<file path="src/rtl/tmr_voter_pkg.sv">
package tmr_voter_pkg;

    localparam int UNITS = 3;

    typedef enum logic [1:0] {
        MODE_TRIPLE  = 2'b00,
        MODE_DUPLEX  = 2'b01,
        MODE_SIMPLEX = 2'b10,
        MODE_DEAD    = 2'b11
    } vmode_e;

    typedef struct packed {
        logic [UNITS-1:0] suspect;
        logic             mismatch;
        logic             fault;
        vmode_e           mode;
    } vflags_t;

    function automatic vmode_e mode_of(input logic [UNITS-1:0] lk);
        case (lk)
            3'b000:                 return MODE_TRIPLE;
            3'b001, 3'b010, 3'b100: return MODE_DUPLEX;
            3'b011, 3'b101, 3'b110: return MODE_SIMPLEX;
            default:                return MODE_DEAD;
        endcase
    endfunction

endpackage

</file>
<file path="src/rtl/tmr_lock_mask.sv">
module tmr_lock_mask
    import tmr_voter_pkg::*;
(
    input  logic             clk,
    input  logic             rst,
    input  logic [UNITS-1:0] req,
    output logic [UNITS-1:0] eff,
    output logic [UNITS-1:0] lock_q
);

    assign eff = lock_q | req;

    always_ff @(posedge clk) begin
        if (rst) lock_q <= '0;
        else     lock_q <= eff;
    end


    lock_sticky_chk: assert property (@(posedge clk) disable iff (rst)
        ($past(lock_q) & ~lock_q) == '0);

endmodule

</file>
<file path="src/rtl/tmr_vote_core.sv">
module tmr_vote_core
    import tmr_voter_pkg::*;
#(
    parameter int WIDTH = 8
) (
    input  logic [UNITS-1:0][WIDTH-1:0] res,
    input  logic [UNITS-1:0]            lock,
    output logic [WIDTH-1:0]            word,
    output vflags_t                     flags
);

    logic [WIDTH-1:0] maj;
    logic [WIDTH-1:0] lo_word;
    logic [WIDTH-1:0] hi_word;
    logic             lo_found;
    logic [UNITS-1:0] differs;
    vmode_e           mode;

    assign maj  = (res[0] & res[1]) | (res[0] & res[2]) | (res[1] & res[2]);
    assign mode = mode_of(lock);

    for (genvar g = 0; g < UNITS; g++) begin : g_diff
        assign differs[g] = |(res[g] ^ maj);
    end

    // Pick the lowest and next active unit for duplex/simplex paths.
    always_comb begin
        lo_word  = '0;
        hi_word  = '0;
        lo_found = 1'b0;
        for (int i = 0; i < UNITS; i++) begin
            if (!lock[i]) begin
                if (!lo_found) begin
                    lo_word  = res[i];
                    lo_found = 1'b1;
                end else begin
                    hi_word = res[i];
                end
            end
        end
    end

    always_comb begin
        word           = '0;
        flags.suspect  = '0;
        flags.mismatch = 1'b0;
        flags.fault    = 1'b0;
        flags.mode     = mode;
        case (mode)
            MODE_TRIPLE: begin
                word           = maj;
                flags.suspect  = differs;
                flags.mismatch = |differs;
            end
            MODE_DUPLEX: begin
                word           = lo_word;
                flags.mismatch = |(lo_word ^ hi_word);
            end
            MODE_SIMPLEX: begin
                word = lo_word;
            end
            default: begin
                word        = '0;
                flags.fault = 1'b1;
            end
        endcase
    end

endmodule

</file>
<file path="src/rtl/tmr_sat_counters.sv">
module tmr_sat_counters
    import tmr_voter_pkg::*;
#(
    parameter int CNT_W = 8
) (
    input  logic                        clk,
    input  logic                        rst,
    input  logic [UNITS-1:0]            hit,
    output logic [UNITS-1:0][CNT_W-1:0] cnt
);

    localparam logic [CNT_W-1:0] CNT_MAX = {CNT_W{1'b1}};

    for (genvar g = 0; g < UNITS; g++) begin : g_cnt
        always_ff @(posedge clk) begin
            if (rst)                              cnt[g] <= '0;
            else if (hit[g] && cnt[g] != CNT_MAX) cnt[g] <= cnt[g] + 1'b1;
        end


        cnt_monotonic_chk: assert property (@(posedge clk) disable iff (rst)
            cnt[g] >= $past(cnt[g]));


        cnt_saturate_chk: assert property (@(posedge clk) disable iff (rst)
            cnt[g] == CNT_MAX |=> cnt[g] == CNT_MAX);
    end

endmodule

</file>
<file path="src/rtl/tmr_degrade_voter.sv">
module tmr_degrade_voter
    import tmr_voter_pkg::*;
#(
    parameter int WIDTH = 8,
    parameter int CNT_W = 8
) (
    input  logic                     clk,
    input  logic                     rst,
    input  logic [UNITS-1:0]         lock_req,
    input  logic [WIDTH-1:0]         res_a,
    input  logic [WIDTH-1:0]         res_b,
    input  logic [WIDTH-1:0]         res_c,
    output logic [WIDTH-1:0]         vote_q,
    output logic [UNITS-1:0]         suspect_q,
    output logic                     mismatch_q,
    output logic                     fault_q,
    output logic [1:0]               mode_q,
    output logic [UNITS*WIDTH-1:0]   tap_q,
    output logic [UNITS*CNT_W-1:0]   cnt_q
);

    logic [UNITS-1:0][WIDTH-1:0] res;
    logic [UNITS-1:0]            lock_eff;
    logic [UNITS-1:0]            lock_q;
    logic [WIDTH-1:0]            word_d;
    vflags_t                     flags_d;
    vflags_t                     flags_q;
    logic [UNITS-1:0][CNT_W-1:0] cnt;
    logic [UNITS-1:0][WIDTH-1:0] tap_r;

    assign res = {res_c, res_b, res_a};

    tmr_lock_mask u_lock (
        .clk    (clk),
        .rst    (rst),
        .req    (lock_req),
        .eff    (lock_eff),
        .lock_q (lock_q)
    );

    tmr_vote_core #(.WIDTH(WIDTH)) u_core (
        .res   (res),
        .lock  (lock_eff),
        .word  (word_d),
        .flags (flags_d)
    );

    tmr_sat_counters #(.CNT_W(CNT_W)) u_cnt (
        .clk (clk),
        .rst (rst),
        .hit (flags_d.suspect),
        .cnt (cnt)
    );

    always_ff @(posedge clk) begin
        if (rst) begin
            vote_q  <= '0;
            flags_q <= '{suspect: '0, mismatch: 1'b0, fault: 1'b0, mode: MODE_TRIPLE};
            tap_r   <= '0;
        end else begin
            vote_q  <= word_d;
            flags_q <= flags_d;
            tap_r   <= res;
        end
    end

    assign suspect_q  = flags_q.suspect;
    assign mismatch_q = flags_q.mismatch;
    assign fault_q    = flags_q.fault;
    assign mode_q     = flags_q.mode;
    assign tap_q      = tap_r;
    assign cnt_q      = cnt;


    fault_zero_chk: assert property (@(posedge clk) disable iff (rst)
        fault_q |-> vote_q == '0);


    suspect_triple_only_chk: assert property (@(posedge clk) disable iff (rst)
        (|suspect_q) |-> mode_q == MODE_TRIPLE);


    suspect_unlocked_chk: assert property (@(posedge clk) disable iff (rst)
        (suspect_q & lock_q) == '0);


    agree_latency_chk: assert property (@(posedge clk) disable iff (rst)
        ($past(lock_eff) == '0 && $past(res_a) == $past(res_b) && $past(res_b) == $past(res_c))
            |-> (vote_q == $past(res_a) && !mismatch_q));


    tap_latency_chk: assert property (@(posedge clk) disable iff (rst)
        tap_q[WIDTH-1:0] == $past(res_a));


    simplex_quiet_chk: assert property (@(posedge clk) disable iff (rst)
        mode_q == MODE_SIMPLEX |-> !mismatch_q && !fault_q);

endmodule

</file>
<file path="config.mk">
export PLATFORM = sky130hd
export DESIGN_NAME = tmr_degrade_voter
export DESIGN_NICKNAME = d
export VERILOG_FILES = /design/src/rtl/tmr_voter_pkg.sv /design/src/rtl/tmr_lock_mask.sv /design/src/rtl/tmr_vote_core.sv /design/src/rtl/tmr_sat_counters.sv /design/src/rtl/tmr_degrade_voter.sv
export SDC_FILE = /design/constraint.sdc
export NUM_CORES = 1
export LEC_CHECK = 0
export ABC_AREA = 1
export BUFFER_PORTS_ARGS = -buffer_cell sky130_fd_sc_hd__buf_4
export CAP_MARGIN = 20
export CORE_ASPECT_RATIO = 1.1
export CORE_UTILIZATION = 54
export DETAILED_ROUTE_END_ITERATION = 16
export PLACE_DENSITY_LB_ADDON = 0.1
export SYNTH_ARGS = -nofsm -noshare
export SYNTH_HDL_FRONTEND = slang
export SYNTH_SLANG_ARGS = --single-unit
export TNS_END_PERCENT = 30
</file>
<file path="constraint.sdc">
create_clock -name clk -period 5.2 [get_ports clk]
set_clock_uncertainty 0.05 [all_clocks]
set_input_delay 0 -clock clk [delete_from_list [all_inputs] [get_ports clk]]
set_output_delay 0 -clock clk [all_outputs]
set_load 0.05 [all_outputs]
</file>
==> flow_summary.yaml <==
status:
  status: "completed"
setup_path:
  r2r_setup_slack_ps: 2200
  slowest_delay_ps: 530
  critical_path_class: "in -> reg"
  cpMostUsedCell: "nand2_2"
  worstPathRequired_ps: 5350
  worstPathArrival_ps: 3180
  worstPathCellList: "dlygate4sd3_1, buf_4, nor2_4, inv_2, nor2_1, a21oi_2, nor2_2, inv_1, ha_1, nand2_2, nand2_2, nor2_8, nand3_2, nand2_1, a21oi_1"
  critPathLaunchType: "primary input"
  worstSetupEndpointType: "flop"
  cp_max_fo: 34
  r2r-end: "u_cnt.cnt[7]$_SDFFE_PP0P_"
  slowest_stage: "dlygate4sd3_1"
  worst_r2r_path_depth: 13
  r2r-start: "u_lock.lock_q[2]$_SDFF_PP0_"
sta:
  fin_tns_setup_ps: 0
  fin_crit_sh: 0.582
  slew_viol_final: 0
  slew_headroom: 0.620
  fmax_ghz: 0.331
  tightest_slew_ps: 570
  fin_crit_ps: 3030
  finalHoldViolCount: 0
  grt_setup_unrepaired: "no"
  setup_viol: 0
die:
  dieWidth_um: 79.8
  num_rows: 30
  start_util: 0.571
  core_sq_um: 6310
  pin_count: 92
  dieArea_sq_um: 7000
  die_y_um: 87.6
detailed_routing:
  viasPerCell: 5.46
  wl_per_cell_um: 13.9
  num_vias: 4085
  drc: 0
  drt_iter0_drc: 300
  routed_wl_um: 10400
  final_antenna_net_count: 0
  drt_first_pass_iters: 6
global_route:
  antenna_found_initial: 0
  grt_pass1_vias: 3708
  grt_first_pass_wirelength_um: 16500
  grt_start_max_net_pins: 56
  grt_usage: 0.303
  overflow: 0
layout:
  fin_nets: 697
  drive_above_1_share: 0.189
  area_growth_pct: 33.2
  finalNonFillerCells: 748
  antenna-diode-count: 0
  final_cell_area_sq_um: 4790
  final_cell_mix: "156 x nand2_1, 91 x buf_4, 67 x nor2_1, 66 x dfxtp_1, 58 x nand3_1"
  final_common_cell: "nand2_1"
placed_design:
  dp_hpwl_um: 7220
  dp_cells: 705
  port_buffers: 91
  gp_congestion: 1.04
  placed_area_sq_um: 4310
synthesis:
  synth.distinct_cells: 29
  synthFlopType: "dfxtp_1"
  ys.warnings.count: 0
  ys_seq_area_frac: 0.367
  post-synth-top-area-fraction: 0.367
  syn_inst: 547
  synth_seq_cells: 66
  synth_edf_count: 0
  synth_nets: 581
  synth.avg_cell_area_sq_um: 6.58
  ys_async_sr_fraction: 0
  syn_area_sq_um: 3600
  synth_area_leader_cell: "dfxtp_1"
  ys_top_cells_by_area: "dfxtp_1 37%, nand2_1 16%, nand3_1 8.1%"
clock_tree:
  clkTransAtPathRegs_ps: 70
  clock_latency_ps: 340
  cts_buffers: 9
  htreeDepth: 3
  cts-root-buf: "clkbuf_8"
  clock-sinks: 66
  cts_buffer_depth: 2
  cts_tree: "built"
  cts.repair.resized: 0
power_and_ir_drop:
  vdd_ir_drop_max_mv: 0.223
  p_per_area_nw_per_um2: 292
  p_leak_nw: 2.38
hold_path:
  worstHoldEndpoint: "tap_q[19]$_SDFF_PP0_"
  worstHoldPathCells: 2
  hp-start: "rst"
  hp-class: "in -> reg"
flow_run:
  drv_cap: 0
critical path, delay by kind of cell:
kind / cells / cell delay (ps)
AND/OR/NAND/NOR: 8 / 1870
buffers and inverters: 4 / 930
adder cells (fa/ha/maj): 1 / 220
AO/OA/AOI/OAI: 2 / 140
sequential cells by signal (all words and copies together), names as in the netlist:
register	cells
u_cnt.cnt	24
tap_q	24
mismatch_q	1
mode_q	2
fault_q	1
suspect_q	3
u_lock.lock_q	3
vote_q	8
per-layer routing:
layer / track usage / wire length [um] / up-vias
met1: 0.342 / 4070 / 1825
met5: 0 / 0 / -
met4: 0.187 / 476 / 0
li1: - / - / 2004
met3: 0.0563 / 697 / 47
met2: 0.529 / 5160 / 209
how the worst max path moves through the flow:
stage,start,endpoint,slack [ps],cells after the start
finish,lock_req[2],u_cnt.cnt[7]$_SDFFE_PP0P_,2170,15
global route,lock_req[2],u_cnt.cnt[13]$_SDFFE_PP0P_,2000,15
CTS,lock_req[2],u_cnt.cnt[7]$_SDFFE_PP0P_,2240,15
detailed placement,u_lock.lock_q[2]$_SDFF_PP0_,u_cnt.cnt[7]$_SDFFE_PP0P_,2280,13
global placement,u_lock.lock_q[2]$_SDFF_PP0_,u_cnt.cnt[9]$_SDFFE_PP0P_,2360,13
floorplan,u_lock.lock_q[2]$_SDFF_PP0_,u_cnt.cnt[21]$_SDFFE_PP0P_,3080,13
logic make-up (layout without fill, tap and decap cells):
logic type / after synthesis / count (layout) / share of synthesized area
compound gates: 68 / 68 / 0.0984
flops: 66 / 66 / 0.367
simple gates: 322 / 322 / 0.397
xor+xnor: 18 / 18 / 0.0438
buf+inv: 68 / 189 / 0.0768
fa+ha+maj: 5 / 5 / 0.0174
power by group:
group / switching (W) / leakage (nW) / total, W / internal (W)
sequential: 0.0000142 / 0.543 / 0.000549 / 0.000534
clock: 0.000195 / 0.107 / 0.000465 / 0.000270
combinational: 0.000268 / 1.73 / 0.000386 / 0.000118
total: 0.000477 / 2.38 / 0.00140 / 0.000922
through the flow:
stage / util / power, W / setup WS (ps) / hold slack [ps]
floorplan: - / 0.000816 / 3080 / 72.0
global placement: 0.684 / 0.000915 / 2360 / 212
detailed placement: 0.684 / 0.000921 / 2280 / 223
CTS: 0.760 / 0.00140 / 2240 / 70.2
global route: 0.760 / 0.00146 / 2000 / 97.0
finish: 0.760 / 0.00140 / 2170 / 88.1
repair_timing:
action                                 in CTS  in global routing
setup buffers                               0                  0
hold buffers                               27                  0
endpoints found under the hold margin      27                  0
area by class of cell:
| type | instances | area, sq um |
|---|---|---|
| fill | 505 | 1510 |
| multi-input combinational | 413 | 2000 |
| inverter | 55 | 206 |
| clock inverter | 5 | 78.8 |
| clock buffer | 11 | 131 |
| tap | 80 | 100 |
| sequential | 66 | 1320 |
| timing repair buffer | 118 | 953 |
cells in the mapped netlist (4+ instances only):
library cell    n
buf_1           4
nor2_1         67
a21oi_1        39
xor2_1         14
inv_1          52
nand3_1        58
nand2_2         4
xnor2_1         4
o21ai_0        23
dfxtp_1        66
nand4_1        22
clkbuf_1        4
nand2_1       156
ha_1            5
Note: power is estimated with default switching activity, not from simulation.
